File: config.mk
export PLATFORM = sky130hd
export DESIGN_NAME = hp_slot_ctrl
export DESIGN_NICKNAME = d
export VERILOG_FILES = /design/src/rtl/hp_slot_pkg.sv /design/src/rtl/hp_ind_msg_queue.sv /design/src/rtl/hp_evt_status.sv /design/src/rtl/hp_slot_ctrl.sv
export SDC_FILE = /design/constraint.sdc
export NUM_CORES = 1
export LEC_CHECK = 0
export BUFFER_PORTS_ARGS = -buffer_cell sky130_fd_sc_hd__buf_2
export CAP_MARGIN = 20
export CORE_MARGIN = 4
export CORE_UTILIZATION = 30
export DETAILED_ROUTE_END_ITERATION = 6
export SYNTH_ARGS = -nofsm -noshare
export SYNTH_HDL_FRONTEND = slang
export SYNTH_SLANG_ARGS = --single-unit
File: constraint.sdc
create_clock -name clk -period 1.2 [get_ports clk]
set_clock_uncertainty 0.15 [all_clocks]
set_input_delay 0.06 -clock clk [delete_from_list [all_inputs] [get_ports clk]]
set_output_delay 0.06 -clock clk [all_outputs]
set_load 0.03 [all_outputs]
File: src/rtl/hp_slot_pkg.sv
package hp_slot_pkg;
  localparam int REG_W  = 16;
  localparam int CODE_W = 2;
  localparam int N_IND  = 2;
  localparam int N_EVT  = 3;

  // control register bit positions
  localparam int B_LINK_EN = 12;
  localparam int PWR_LO    = 8;
  localparam int ATT_LO    = 6;
  localparam int B_MASTER  = 5;
  localparam int B_CC_EN   = 4;
  localparam int B_PRES_EN = 3;
  localparam int SPARE_W   = 3;

  // status register bit positions
  localparam int S_LINK = 0;
  localparam int S_CC   = 1;
  localparam int S_PRES = 2;

  typedef enum logic [CODE_W-1:0] {
    IND_RSVD  = 2'b00,
    IND_ON    = 2'b01,
    IND_BLINK = 2'b10,
    IND_OFF   = 2'b11
  } ind_code_e;

  localparam int IDX_PWR = 0;
  localparam int IDX_ATT = 1;
endpackage

File: src/rtl/hp_ind_msg_queue.sv
module hp_ind_msg_queue #(
  parameter int N_IND  = 2,
  parameter int CODE_W = 2,
  localparam int SEL_W = (N_IND > 1) ? $clog2(N_IND) : 1
) (
  input  logic                    clk,
  input  logic                    rst,
  input  logic [N_IND-1:0]        set_vec,
  input  logic [N_IND*CODE_W-1:0] code_in,
  output logic                    out_valid,
  input  logic                    out_ready,
  output logic [SEL_W-1:0]        out_sel,
  output logic [CODE_W-1:0]       out_code,
  output logic                    done
);
  logic [N_IND-1:0]  pend;
  logic [N_IND-1:0]  take;
  logic [CODE_W-1:0] code_q [N_IND];
  logic              load;
  logic              found;
  logic [SEL_W-1:0]  pick_sel;
  logic [CODE_W-1:0] pick_code;

  assign load = !out_valid || out_ready;
  assign done = out_valid && out_ready;

  // lowest index wins: slot 0 (power) goes out before slot 1 (attention)
  always_comb begin
    take      = '0;
    found     = 1'b0;
    pick_sel  = '0;
    pick_code = '0;
    for (int i = 0; i < N_IND; i++) begin
      if (pend[i] && !found) begin
        found     = 1'b1;
        take[i]   = load;
        pick_sel  = SEL_W'(i);
        pick_code = code_q[i];
      end
    end
  end

  always_ff @(posedge clk) begin
    if (rst) begin
      pend <= '0;
      for (int i = 0; i < N_IND; i++) code_q[i] <= '0;
    end else begin
      for (int i = 0; i < N_IND; i++) begin
        if (set_vec[i]) begin
          pend[i]   <= 1'b1;
          code_q[i] <= code_in[i*CODE_W +: CODE_W];
        end else if (take[i]) begin
          pend[i] <= 1'b0;
        end
      end
    end
  end

  always_ff @(posedge clk) begin
    if (rst) begin
      out_valid <= 1'b0;
      out_sel   <= '0;
      out_code  <= '0;
    end else if (load) begin
      out_valid <= found;
      if (found) begin
        out_sel  <= pick_sel;
        out_code <= pick_code;
      end
    end
  end
endmodule

File: src/rtl/hp_evt_status.sv
module hp_evt_status #(
  parameter int N_EVT    = 3,
  parameter int WAKE_IDX = 2
) (
  input  logic             clk,
  input  logic             rst,
  input  logic [N_EVT-1:0] evt_set,
  input  logic [N_EVT-1:0] evt_clr,
  input  logic [N_EVT-1:0] evt_en,
  input  logic             master_en,
  input  logic             low_power,
  output logic [N_EVT-1:0] sts,
  output logic             irq_q,
  output logic             wake_q
);
  logic [N_EVT-1:0] irq_terms;

  always_comb begin
    irq_terms = sts & evt_en;
    if (low_power) irq_terms[WAKE_IDX] = 1'b0;
  end

  always_ff @(posedge clk) begin
    if (rst) begin
      sts    <= '0;
      irq_q  <= 1'b0;
      wake_q <= 1'b0;
    end else begin
      for (int i = 0; i < N_EVT; i++) begin
        if (evt_set[i])      sts[i] <= 1'b1;
        else if (evt_clr[i]) sts[i] <= 1'b0;
      end
      irq_q  <= master_en && (|irq_terms);
      wake_q <= low_power && sts[WAKE_IDX] && evt_en[WAKE_IDX];
    end
  end
endmodule

File: src/rtl/hp_slot_ctrl.sv
module hp_slot_ctrl
  import hp_slot_pkg::*;
(
  input  logic        clk,
  input  logic        rst,
  input  logic        reg_wr,
  input  logic        reg_addr,
  input  logic [15:0] reg_wdata,
  output logic [15:0] reg_rdata,
  input  logic        ev_link_chg,
  input  logic        ev_pres_chg,
  input  logic        low_power,
  output logic        msg_valid,
  input  logic        msg_ready,
  output logic        msg_kind,
  output logic [1:0]  msg_state,
  output logic        hp_irq,
  output logic        wake_req
);
  logic               ctl_link_en;
  logic               ctl_master;
  logic               ctl_cc_en;
  logic               ctl_pres_en;
  logic [SPARE_W-1:0] ctl_spare;
  logic [CODE_W-1:0]  pwr_q;
  logic [CODE_W-1:0]  att_q;

  logic               wr_ctl;
  logic               wr_sts;
  logic [CODE_W-1:0]  wr_pwr;
  logic [CODE_W-1:0]  wr_att;
  logic [N_IND-1:0]   ind_set;
  logic [N_IND*CODE_W-1:0] ind_codes;
  logic               cmd_done;
  logic [N_EVT-1:0]   evt_set;
  logic [N_EVT-1:0]   evt_clr;
  logic [N_EVT-1:0]   evt_en;
  logic [N_EVT-1:0]   sts;

  assign wr_ctl = reg_wr && !reg_addr;
  assign wr_sts = reg_wr &&  reg_addr;
  assign wr_pwr = reg_wdata[PWR_LO +: CODE_W];
  assign wr_att = reg_wdata[ATT_LO +: CODE_W];

  always_comb begin
    ind_set          = '0;
    ind_set[IDX_PWR] = wr_ctl && (wr_pwr != IND_RSVD);
    ind_set[IDX_ATT] = wr_ctl && (wr_att != IND_RSVD);
    ind_codes        = '0;
    ind_codes[IDX_PWR*CODE_W +: CODE_W] = wr_pwr;
    ind_codes[IDX_ATT*CODE_W +: CODE_W] = wr_att;
  end

  always_ff @(posedge clk) begin
    if (rst) begin
      ctl_link_en <= 1'b0;
      ctl_master  <= 1'b0;
      ctl_cc_en   <= 1'b0;
      ctl_pres_en <= 1'b0;
      ctl_spare   <= '0;
      pwr_q       <= IND_RSVD;
      att_q       <= IND_RSVD;
    end else if (wr_ctl) begin
      ctl_link_en <= reg_wdata[B_LINK_EN];
      ctl_master  <= reg_wdata[B_MASTER];
      ctl_cc_en   <= reg_wdata[B_CC_EN];
      ctl_pres_en <= reg_wdata[B_PRES_EN];
      ctl_spare   <= reg_wdata[SPARE_W-1:0];
      if (ind_set[IDX_PWR]) pwr_q <= wr_pwr;
      if (ind_set[IDX_ATT]) att_q <= wr_att;
    end
  end

  hp_ind_msg_queue #(
    .N_IND  (N_IND),
    .CODE_W (CODE_W)
  ) queue_i (
    .clk       (clk),
    .rst       (rst),
    .set_vec   (ind_set),
    .code_in   (ind_codes),
    .out_valid (msg_valid),
    .out_ready (msg_ready),
    .out_sel   (msg_kind),
    .out_code  (msg_state),
    .done      (cmd_done)
  );

  always_comb begin
    evt_set         = '0;
    evt_set[S_LINK] = ev_link_chg;
    evt_set[S_CC]   = cmd_done;
    evt_set[S_PRES] = ev_pres_chg;
    evt_en          = '0;
    evt_en[S_LINK]  = ctl_link_en;
    evt_en[S_CC]    = ctl_cc_en;
    evt_en[S_PRES]  = ctl_pres_en;
    evt_clr         = wr_sts ? reg_wdata[N_EVT-1:0] : '0;
  end

  hp_evt_status #(
    .N_EVT    (N_EVT),
    .WAKE_IDX (S_PRES)
  ) status_i (
    .clk       (clk),
    .rst       (rst),
    .evt_set   (evt_set),
    .evt_clr   (evt_clr),
    .evt_en    (evt_en),
    .master_en (ctl_master),
    .low_power (low_power),
    .sts       (sts),
    .irq_q     (hp_irq),
    .wake_q    (wake_req)
  );

  always_comb begin
    reg_rdata = '0;
    if (!reg_addr) begin
      reg_rdata[B_LINK_EN]             = ctl_link_en;
      reg_rdata[PWR_LO +: CODE_W]      = pwr_q;
      reg_rdata[ATT_LO +: CODE_W]      = att_q;
      reg_rdata[B_MASTER]              = ctl_master;
      reg_rdata[B_CC_EN]               = ctl_cc_en;
      reg_rdata[B_PRES_EN]             = ctl_pres_en;
      reg_rdata[SPARE_W-1:0]           = ctl_spare;
    end else begin
      reg_rdata[N_EVT-1:0] = sts;
    end
  end
endmodule

---- Word-level counts from Yosys, hierarchy flattened ----
Memory sizes are Yosys's and may differ from the RTL's.
Cells that the tools add are included.
cells by class
  multiplexer cells ....................... 32
  bitwise operators ....................... 3
  reductions and logical operators ........ 24
operators by type and width
  operator             count
  1-bit two-way mux    25
  2-bit nonzero test   7
  1-bit logical AND    9
  2-bit two-way mux    4
  7-bit two-way mux    1
  3-bit two-way mux    2
  2-bit AND reduction  3
  3-bit bitwise AND    1
  1-bit zero test      3
  3-bit OR reduction   1
  1-bit bitwise OR     2
  1-bit logical OR     1
word-level totals
  register bits ........................... 22
  bits in writable memories ............... 4
  input bits .............................. 24
  logic and storage cells ................. 77
  memories kept ........................... 1
memories
  name            words  width  read ports  clocked after Yosys merged registers in  wr ports  line                    source
  queue_i.code_q  2      2      2           0                                        2         hp_ind_msg_queue.sv:18  logic [CODE_W-1:0] code_q [N_IND];

---- Depth between registers and ports, before layout ----
Gate-level depths: netlist of run 1.
  depth in word-level cells ............... 7
  gate-level depth with buffers ........... 5

---- Modules after synthesis ----
A second synthesis of run 1 with hierarchy kept.
second synthesis, totals
  cell total of the unflattened synthesis .. 134
  area, all modules ....................... 1214.9 um^2
by module, submodules not included
  module            instances  cells each  area an instance (um^2)  sequential area each (um^2)
  hp_slot_ctrl      1          75          599.3                    220.2
  hp_ind_msg_queue  1          40          434.2                    240.2
  hp_evt_status     1          19          181.4                    100.1

---- Least setup slack after synthesis of run 1 ----
No wires, ideal clock.
  path type ............................... register to register
  start ................................... register queue_i.out_valid
  end ..................................... register queue_i.pend[1]
  arrival ................................. 0.979 ns
  path slack .............................. 0.005 ns
  cell stages (with the launch flop) ...... 4
  path buffers ............................ 0
  clock period less this slack ............ 1.195 ns
  path through ............................ dfxtp_1 nor2b_1 o21ai_0 a21oi_2
between the ends
  longest elaborated chain between the ends .. 4
ends and longest elaborated chain
  element                              line                    source
  start: declaration                   hp_ind_msg_queue.sv:10  output logic out_valid,
  start signal: assignment             hp_ind_msg_queue.sv:65  out_valid <= found;
  1-bit zero test                      hp_ind_msg_queue.sv:24  assign load = !out_valid || out_ready;
  1-bit logical OR                     hp_ind_msg_queue.sv:24
  1-bit two-way mux                    hp_ind_msg_queue.sv:34  if (pend[i] && !found) begin
  2-bit nonzero test (no source line)  --
  end signal: assignment               hp_ind_msg_queue.sv:45  pend <= '0;
  end signal: indexed assignment       hp_ind_msg_queue.sv:50  pend[i] <= 1'b1;
  end signal: indexed assignment       hp_ind_msg_queue.sv:53  pend[i] <= 1'b0;
  end: declaration                     hp_ind_msg_queue.sv:16  logic [N_IND-1:0] pend;
Every way passes these cells.
A chain may end at the register's enable or synchronous reset.

---- Final worst setup path of run 1 ----
  start ................................... register status_i.sts[1]
  end ..................................... output port reg_rdata[1]
between the ends
  longest elaborated chain between the ends .. 1
ends and longest elaborated chain
  element                           line                 source
  start: declaration                hp_evt_status.sv:12  output logic [N_EVT-1:0] sts,
  start signal: assignment          hp_evt_status.sv:25  sts <= '0;
  start signal: indexed assignment  hp_evt_status.sv:30  if (evt_set[i]) sts[i] <= 1'b1;
  start signal: indexed assignment  hp_evt_status.sv:31  else if (evt_clr[i]) sts[i] <= 1'b0;
  3-bit two-way mux                 hp_slot_ctrl.sv:119  if (!reg_addr) begin
  end: declaration                  hp_slot_ctrl.sv:9    output logic [15:0] reg_rdata,
Every way passes these cells.

==> flow_metrics.env, run 1 <==
export IMPL_tritoncts_clock_tree="done"
export IMPL_synth_cell_types=30
export IMPL_stdcell_count=235
export IMPL_leakage_power_summed_over_all_cells_nw=0.726
export IMPL_timing_hold_worst_start="msg_ready"
export IMPL_r2r_end="status_i.irq_q"
export IMPL_critPathMaxFanout=2
export IMPL_floorplan_initialDensity=0.320
export IMPL_crit_path_start_kind="register"
export IMPL_vdd_ir_drop_worst_v=0.000619
export IMPL_final_fill_count=375
export IMPL_status="finished, violations left"
export IMPL_timing_hold_ws_ns=-0.0397
export IMPL_antenna_cells_inserted=0
export IMPL_rsz0062_at_grt="true"
export IMPL_fmaxAchievable_ghz=0.822
export IMPL_placedCellCount=211
export IMPL_finalHoldViolCount=2
export IMPL_number_of_flip_flops_and_latches_in_the_synthesized_netlist=26
export IMPL_drt_pass1_iter_count=4
export IMPL_placementRows=22
export IMPL_timing_final_crit_period_ns=1.22
export IMPL_pin_count_of_the_biggest_net_entering_global_routing=15
export IMPL_design_die_area_um2=5060
export IMPL_r2r_start="status_i.sts[0]"
export IMPL_detailedRoute_firstIterationViolations=30
export IMPL_core_um2=3740
export IMPL_global_route_wire_length_before_repair_mm=4.82
export IMPL_die_h_um=71.1
export IMPL_routed_wirelength_mm=2.77
export IMPL_fraction_of_layout_cells_with_a_size_suffix_above_1=0.433
export IMPL_final_cycle_share=1.01
export IMPL_grt_antenna_before_repair=0
export IMPL_ctsHtreeMaxLevel=1
export IMPL_setup_ws_ns=-0.0159
export IMPL_max_cap_viol_count=0
export IMPL_reg2regPathDepth=4
export IMPL_hold_path_end="queue_i.pend[0]"
export IMPL_die_w_um=71.1
export IMPL_netlist_instances=127
export IMPL_syn2layout_area_growth_pct=45.7
export IMPL_synth_cell_area_um2=1200
export IMPL_worst_skew_pair_late_latency_ns=0.27
export IMPL_critPathArrivalTime_ns=1.01
export IMPL_vias=1053
export IMPL_hold_depth=4
export IMPL_hold_path_class="input port to register"
export IMPL_drv_slew=0
export IMPL_clk_root_buffer_cell="sky130_fd_sc_hd__clkbuf_8"
export IMPL_detail_route_wl_per_cell_um=11.8
export IMPL_via_density_per_instance=4.48
export IMPL_violations_in_the_final_reports="hold timing, setup timing"
export IMPL_final_core_util=0.466
export IMPL_io_buffer_count=35
export IMPL_criticalPathCategory="register to primary output"
export IMPL_ios=46
export IMPL_finalSetupViolCount=3
export IMPL_synth_yosys_warnings=0
export IMPL_drc=0
export IMPL_ant_nets=0
export IMPL_r2r_setup_slack_ns=0.06
export IMPL_worst_setup_path_end_kind="primary output"
export IMPL_max_clock_path_buffers=2
export IMPL_pwr_density_cell_nw_per_um2=1050
export IMPL_clk_pin_slew_worst_paths_ns=0.09
export IMPL_cts_num_sinks=26
export IMPL_average_cell_area_after_synthesis_um2=9.42
export IMPL_number_of_global_route_vias_before_repair=1107
export IMPL_global_route_usage_total=0.117
export IMPL_grt_overflow=0
export IMPL_ys_seq_area_frac=0.469
export IMPL_dp_hpwl_mm=2.10
export IMPL_cp_data_required_time_ns=0.99
export IMPL_setup_tns_ns=-0.0365
export IMPL_globalplace_congestion=0.771
export IMPL_finalNetCount=212
export IMPL_cts_inserted_buffers=3
cells in the mapped netlist:
| cell | number | share of area |
|---|---|---|
| sky130_fd_sc_hd__nor2_2 | 1 | 0.0052 |
| sky130_fd_sc_hd__conb_1 | 1 | 0.0031 |
| sky130_fd_sc_hd__nand3_1 | 3 | 0.013 |
| sky130_fd_sc_hd__and3b_1 | 1 | 0.0073 |
| sky130_fd_sc_hd__a21oi_1 | 10 | 0.042 |
| sky130_fd_sc_hd__inv_1 | 3 | 0.0094 |
| sky130_fd_sc_hd__nor3b_1 | 1 | 0.0063 |
| sky130_fd_sc_hd__a211oi_1 | 1 | 0.0063 |
| sky130_fd_sc_hd__nor2b_2 | 1 | 0.0073 |
| sky130_fd_sc_hd__a22oi_1 | 2 | 0.013 |
| sky130_fd_sc_hd__mux2_2 | 3 | 0.028 |
| sky130_fd_sc_hd__o22ai_1 | 1 | 0.0052 |
| sky130_fd_sc_hd__buf_4 | 9 | 0.056 |
| sky130_fd_sc_hd__nor2b_1 | 9 | 0.047 |
| sky130_fd_sc_hd__a21oi_2 | 7 | 0.051 |
| sky130_fd_sc_hd__nand2b_1 | 3 | 0.016 |
| sky130_fd_sc_hd__nand3b_1 | 4 | 0.025 |
| sky130_fd_sc_hd__o21ai_1 | 1 | 0.0042 |
| sky130_fd_sc_hd__o21ai_0 | 2 | 0.0084 |
| sky130_fd_sc_hd__edfxtp_1 | 4 | 0.10 |
| sky130_fd_sc_hd__dfxtp_1 | 22 | 0.37 |
| sky130_fd_sc_hd__buf_2 | 3 | 0.013 |
| sky130_fd_sc_hd__o21ai_2 | 2 | 0.015 |
| sky130_fd_sc_hd__and2_1 | 4 | 0.021 |
| sky130_fd_sc_hd__nand2b_2 | 1 | 0.0073 |
| sky130_fd_sc_hd__nand2_1 | 20 | 0.063 |
| sky130_fd_sc_hd__a221oi_2 | 2 | 0.025 |
| sky130_fd_sc_hd__o22ai_2 | 1 | 0.010 |
| sky130_fd_sc_hd__nor2_1 | 4 | 0.013 |
| sky130_fd_sc_hd__nand2b_4 | 1 | 0.012 |
state kept, by name (all words and copies together) (netlist names):
signal,count
att_q,2
ctl_cc_en,1
ctl_link_en,1
ctl_master,1
ctl_pres_en,1
ctl_spare,3
pwr_q,2
queue_i.code_q,4
queue_i.out_code,2
queue_i.out_sel,1
queue_i.out_valid,1
queue_i.pend,2
status_i.irq_q,1
status_i.sts,3
status_i.wake_q,1
area by class of cell:
type / instances / area, µm² / share of cell area
clock buffer: 3 / 41.3 / 0.0237
clock inverter: 1 / 3.75 / 0.00215
multi-input combinational: 90 / 578 / 0.332
tap: 48 / 60.1 / 0.0345
timing repair buffer: 64 / 478 / 0.274
sequential: 26 / 571 / 0.327
inverter: 3 / 11.3 / 0.00646
metal layers:
| layer | GRT usage | vias to the layer above | part of all wire |
|---|---|---|---|
| met4 | 0.0376 | 0 | 0.016 |
| li1 | - | 540 | - |
| met5 | 0 | - | 0 |
| met3 | 0.0298 | 5 | 0.064 |
| met2 | 0.200 | 33 | 0.49 |
| met1 | 0.141 | 475 | 0.43 |
logic make-up after synthesis:
| kind of cell | after synthesis | synth area share |
|---|---|---|
| mux | 3 | 0.0282 |
| simple gates | 53 | 0.242 |
| flops | 26 | 0.469 |
| compound gates | 29 | 0.180 |
| buf+inv | 15 | 0.0784 |
| other cells | 1 | 0.00314 |
metrics by stage:
step / area [µm²] / power, W / hold WS [ns] / setup slack [ns]
CTS: 1690 / 0.00184 / -0.0698 / -0.0190
finish: 1740 / 0.00183 / -0.0397 / -0.0159
floorplan: 1210 / 0.00119 / -0.0238 / 0.00533
detailed placement: 1430 / 0.00128 / 0.124 / 0.0351
global placement: 1430 / 0.00127 / 0.120 / 0.0727
global route: 1740 / 0.00192 / 0.00152 / -0.0501
how the worst max path moves through the flow:
stage                 startpoint                    to  slack [ns]  cells after the start
5_1_grt             ctl_spare[2]          reg_rdata[2]       -0.05                      2
4_1_cts          status_i.sts[1]          reg_rdata[1]       -0.02                      2
6_report         status_i.sts[1]          reg_rdata[1]       -0.02                      2
2_1_floorplan  queue_i.out_valid       queue_i.pend[1]       0.005                      3
3_5_place_dp            reg_addr  queue_i.code_q[0][2]        0.04                      4
3_3_place_gp            reg_addr  queue_i.code_q[0][1]        0.07                      4
repair_timing:
action | 4_1_cts | 5_1_grt
hold endpoints to repair | 25 | 1
setup buffers | 3 | 0
gates resized for setup | 11 | 28
endpoints found under the setup margin | 3 | 15
hold buffers | 16 | 1
critical path, cell delays in order, from the launching register on:
cell and delay [ns]:
sky130_fd_sc_hd__dfxtp_2 0.33, sky130_fd_sc_hd__mux2_4 0.26, sky130_fd_sc_hd__buf_6 0.14
power breakdown:
| group | switching, W | internal [W] | leakage (nW) | total, W |
|---|---|---|---|---|
| Combinational | 0.000197 | 0.000177 | 0.479 | 0.000374 |
| Clock | 0.000265 | 0.000229 | 0.0231 | 0.000494 |
| Sequential | 0.0000277 | 0.000935 | 0.223 | 0.000962 |
cell usage in the layout (no fill, tap or decap), types with 2 or more instances in the layout:
master                          count
sky130_fd_sc_hd__a221oi_2           2
sky130_fd_sc_hd__nand2_1           20
sky130_fd_sc_hd__edfxtp_1           4
sky130_fd_sc_hd__a22oi_1            2
sky130_fd_sc_hd__dfxtp_1           14
sky130_fd_sc_hd__o21ai_2            2
sky130_fd_sc_hd__mux2_4             3
sky130_fd_sc_hd__buf_6              4
sky130_fd_sc_hd__dfxtp_2            8
sky130_fd_sc_hd__nor2_1             4
sky130_fd_sc_hd__dlygate4sd3_1     17
sky130_fd_sc_hd__a21oi_2            7
sky130_fd_sc_hd__buf_4             19
sky130_fd_sc_hd__inv_1              3
sky130_fd_sc_hd__o21ai_1            2
sky130_fd_sc_hd__clkbuf_8           3
sky130_fd_sc_hd__buf_2             24
sky130_fd_sc_hd__nor2b_2            5
sky130_fd_sc_hd__nand3_1            3
sky130_fd_sc_hd__conb_1             5
sky130_fd_sc_hd__nand3b_1           4
sky130_fd_sc_hd__a21oi_1           10
sky130_fd_sc_hd__and2_1             4
sky130_fd_sc_hd__nor2b_1            5
sky130_fd_sc_hd__nand2b_1           3
No activity file was read; power rests on OpenSTA's default activity.
==> run 2: changes to the inputs <==
- CORE_ASPECT_RATIO: not set -> 0.8
==> run 2 against run 1 <==
- the flow finishes with violations (setup timing)
- via count shrank 3.7%
- routed wire length grew 0.94%
- sequential cell count is the same
- hold slack gained 0.080 ns
- combinational power shrank 1%
- clock power shrank 2%
- die area grew 0.12%
- register-to-register slack is essentially flat
- final cell count grew 1.7%
- critical path depth is the same
- core utilization shrank 1.3 points
- critical endpoint is now reg_rdata[0]
- largest power group unchanged
==> flow_metrics.env, run 2 (synthesis gave the netlist of run 1 again) <==
export IMPL_status="finished, violations left"
export IMPL_violations_in_the_final_reports="setup timing"
export IMPL_cp_top_family="flip-flops"
export IMPL_die_h_um=64.5
export IMPL_tritoncts_clock_tree="done"
export IMPL_drt_pass1_iter_count=4
export IMPL_final_core_util=0.453
export IMPL_critical_path_slowest_cell="sky130_fd_sc_hd__dfxtp_2"
export IMPL_final_fill_count=397
export IMPL_top_regs="queue_i.code_q: 4 flops, ctl_spare: 3 flops, status_i.sts: 3 flops"
export IMPL_reg2regPathDepth=4
export IMPL_crit_path_start_kind="register"
export IMPL_clk_root_buffer_cell="sky130_fd_sc_hd__clkbuf_8"
export IMPL_timing_hold_ws_ns=0.0404
export IMPL_number_of_global_route_vias_before_repair=1067
export IMPL_top_register="queue_i.code_q"
export IMPL_global_route_wire_length_before_repair_mm=4.78
export IMPL_max_cap_viol_count=0
export IMPL_grt_overflow=0
export IMPL_stdcell_area_um2=1730
export IMPL_core_um2=3830
export IMPL_ios=46
export IMPL_worst_skew_pair_late_latency_ns=0.26
export IMPL_layout_common_cells="sky130_fd_sc_hd__buf_2, sky130_fd_sc_hd__nand2_1, sky130_fd_sc_hd__dlygate4sd3_1"
export IMPL_cts_num_sinks=26
export IMPL_drc=0
export IMPL_most_common_cell_after_layout_fill_and_taps_aside="sky130_fd_sc_hd__buf_2"
export IMPL_design_die_area_um2=5070
export IMPL_routed_wirelength_mm=2.79
export IMPL_critPathArrivalTime_ns=1.00
export IMPL_placementRows=20
export IMPL_globalplace_congestion=0.808
export IMPL_cp_slowest_stage_delay_ns=0.33
export IMPL_timing_final_crit_period_ns=1.21
export IMPL_hold_depth=4
export IMPL_finalNetCount=209
export IMPL_antenna_cells_inserted=0
export IMPL_critical_path_depth=2
export IMPL_syn2layout_area_growth_pct=45.0
export IMPL_io_buffer_count=35
export IMPL_floorplan_initialDensity=0.312
export IMPL_final_cycle_share=1.01
export IMPL_max_clock_path_buffers=2
export IMPL_detail_route_wl_per_cell_um=11.7
export IMPL_dpl_cell_area_um2=1430
export IMPL_drv_slew=0
export IMPL_vdd_ir_drop_worst_v=0.000646
export IMPL_die_w_um=78.6
export IMPL_global_route_usage_total=0.117
export IMPL_fraction_of_layout_cells_with_a_size_suffix_above_1=0.429
export IMPL_pwr_density_cell_nw_per_um2=1050
export IMPL_cp_data_required_time_ns=0.99
export IMPL_setup_ws_ns=-0.00975
export IMPL_vias=1014
export IMPL_dp_hpwl_mm=2.00
export IMPL_worst_setup_path_end_kind="primary output"
export IMPL_cp_buffers_inverters=1
export IMPL_pin_count_of_the_biggest_net_entering_global_routing=19
export IMPL_leakage_power_summed_over_all_cells_nw=0.711
export IMPL_via_density_per_instance=4.24
export IMPL_ctsHtreeMaxLevel=1
export IMPL_finalHoldViolCount=0
export IMPL_grt_antenna_before_repair=0
export IMPL_criticalPathCategory="register to primary output"
export IMPL_fmaxAchievable_ghz=0.827
export IMPL_hold_path_class="input port to register"
export IMPL_clk_pin_slew_worst_paths_ns=0.08
export IMPL_finalSetupViolCount=3
export IMPL_largest_register_ff_count=4
export IMPL_critPathMaxFanout=2
export IMPL_worstPathCellList="mux2_4 -> buf_6"
export IMPL_rsz0062_at_grt="true"
export IMPL_detailedRoute_firstIterationViolations=22
export IMPL_cts_inserted_buffers=3
export IMPL_ant_nets=0
[run 2: cell count changes in the layout (fill, tap and decap cells not counted), sizes merged]
cell    delta
buf        -5
clkbuf     +3
clkinv     -1
[run 2: worst paths after layout]
check	start	end	slack [ns]
worst min register to register	pwr_q[1]	pwr_q[1]	0.31
worst max-delay path	ctl_spare[0]	reg_rdata[0]	-0.01
worst max register to register	status_i.sts[0]	status_i.irq_q	0.05
worst min-delay path	reg_wr	status_i.sts[2]	0.04
[run 2: per-stage QoR]
step                setup TNS [ns]  setup WS (ns)  power (W)  cells
floorplan                        0        0.00533    0.00119    131
global placement                 0         0.0896    0.00127    215
detailed placement               0         0.0580    0.00128    215
CTS                        -0.0249        -0.0119    0.00183    239
global route                -0.241        -0.0471    0.00191    239
finish                     -0.0131       -0.00975    0.00182    239
[run 2: cell type report]
cell class              count  area [µm²]  area share
multi-input cells          90         577       0.333
repair buffers             61         462       0.266
inverters                   3        11.3     0.00649
clock buffers               4        45.0      0.0260
flip-flops and latches     26         571       0.329
well taps                  55        68.8      0.0397
[run 2: where the power goes]
part           switching [W]  internal (W)
clock network       0.000246      0.000237
registers          0.0000272      0.000935
logic               0.000197      0.000173
total               0.000471       0.00134
[run 2: repair_timing]
item,in CTS,in global routing
pin swaps,0,0
endpoints found under the hold margin,21,0
setup endpoints to repair,3,14
buffers inserted,3,0
resized for setup,12,22
hold buffers,17,0
[run 2: per-layer routing]
metal  vias up  routed length, µm  GRT usage  share of wire
met3         2                157     0.0403          0.056
li1        529                  -          -              -
met4         0                  8     0.0131         0.0029
met2        25               1330      0.201           0.48
met5         -                  0          0              0
met1       458               1290      0.146           0.46
[run 2: worst min-delay path: cells and delay by family]
family                 cells  cell delay, ns
and+or+nand+nor            2            0.16
AOI/OAI and AO/OA          1            0.06
buffers and inverters      1            0.13
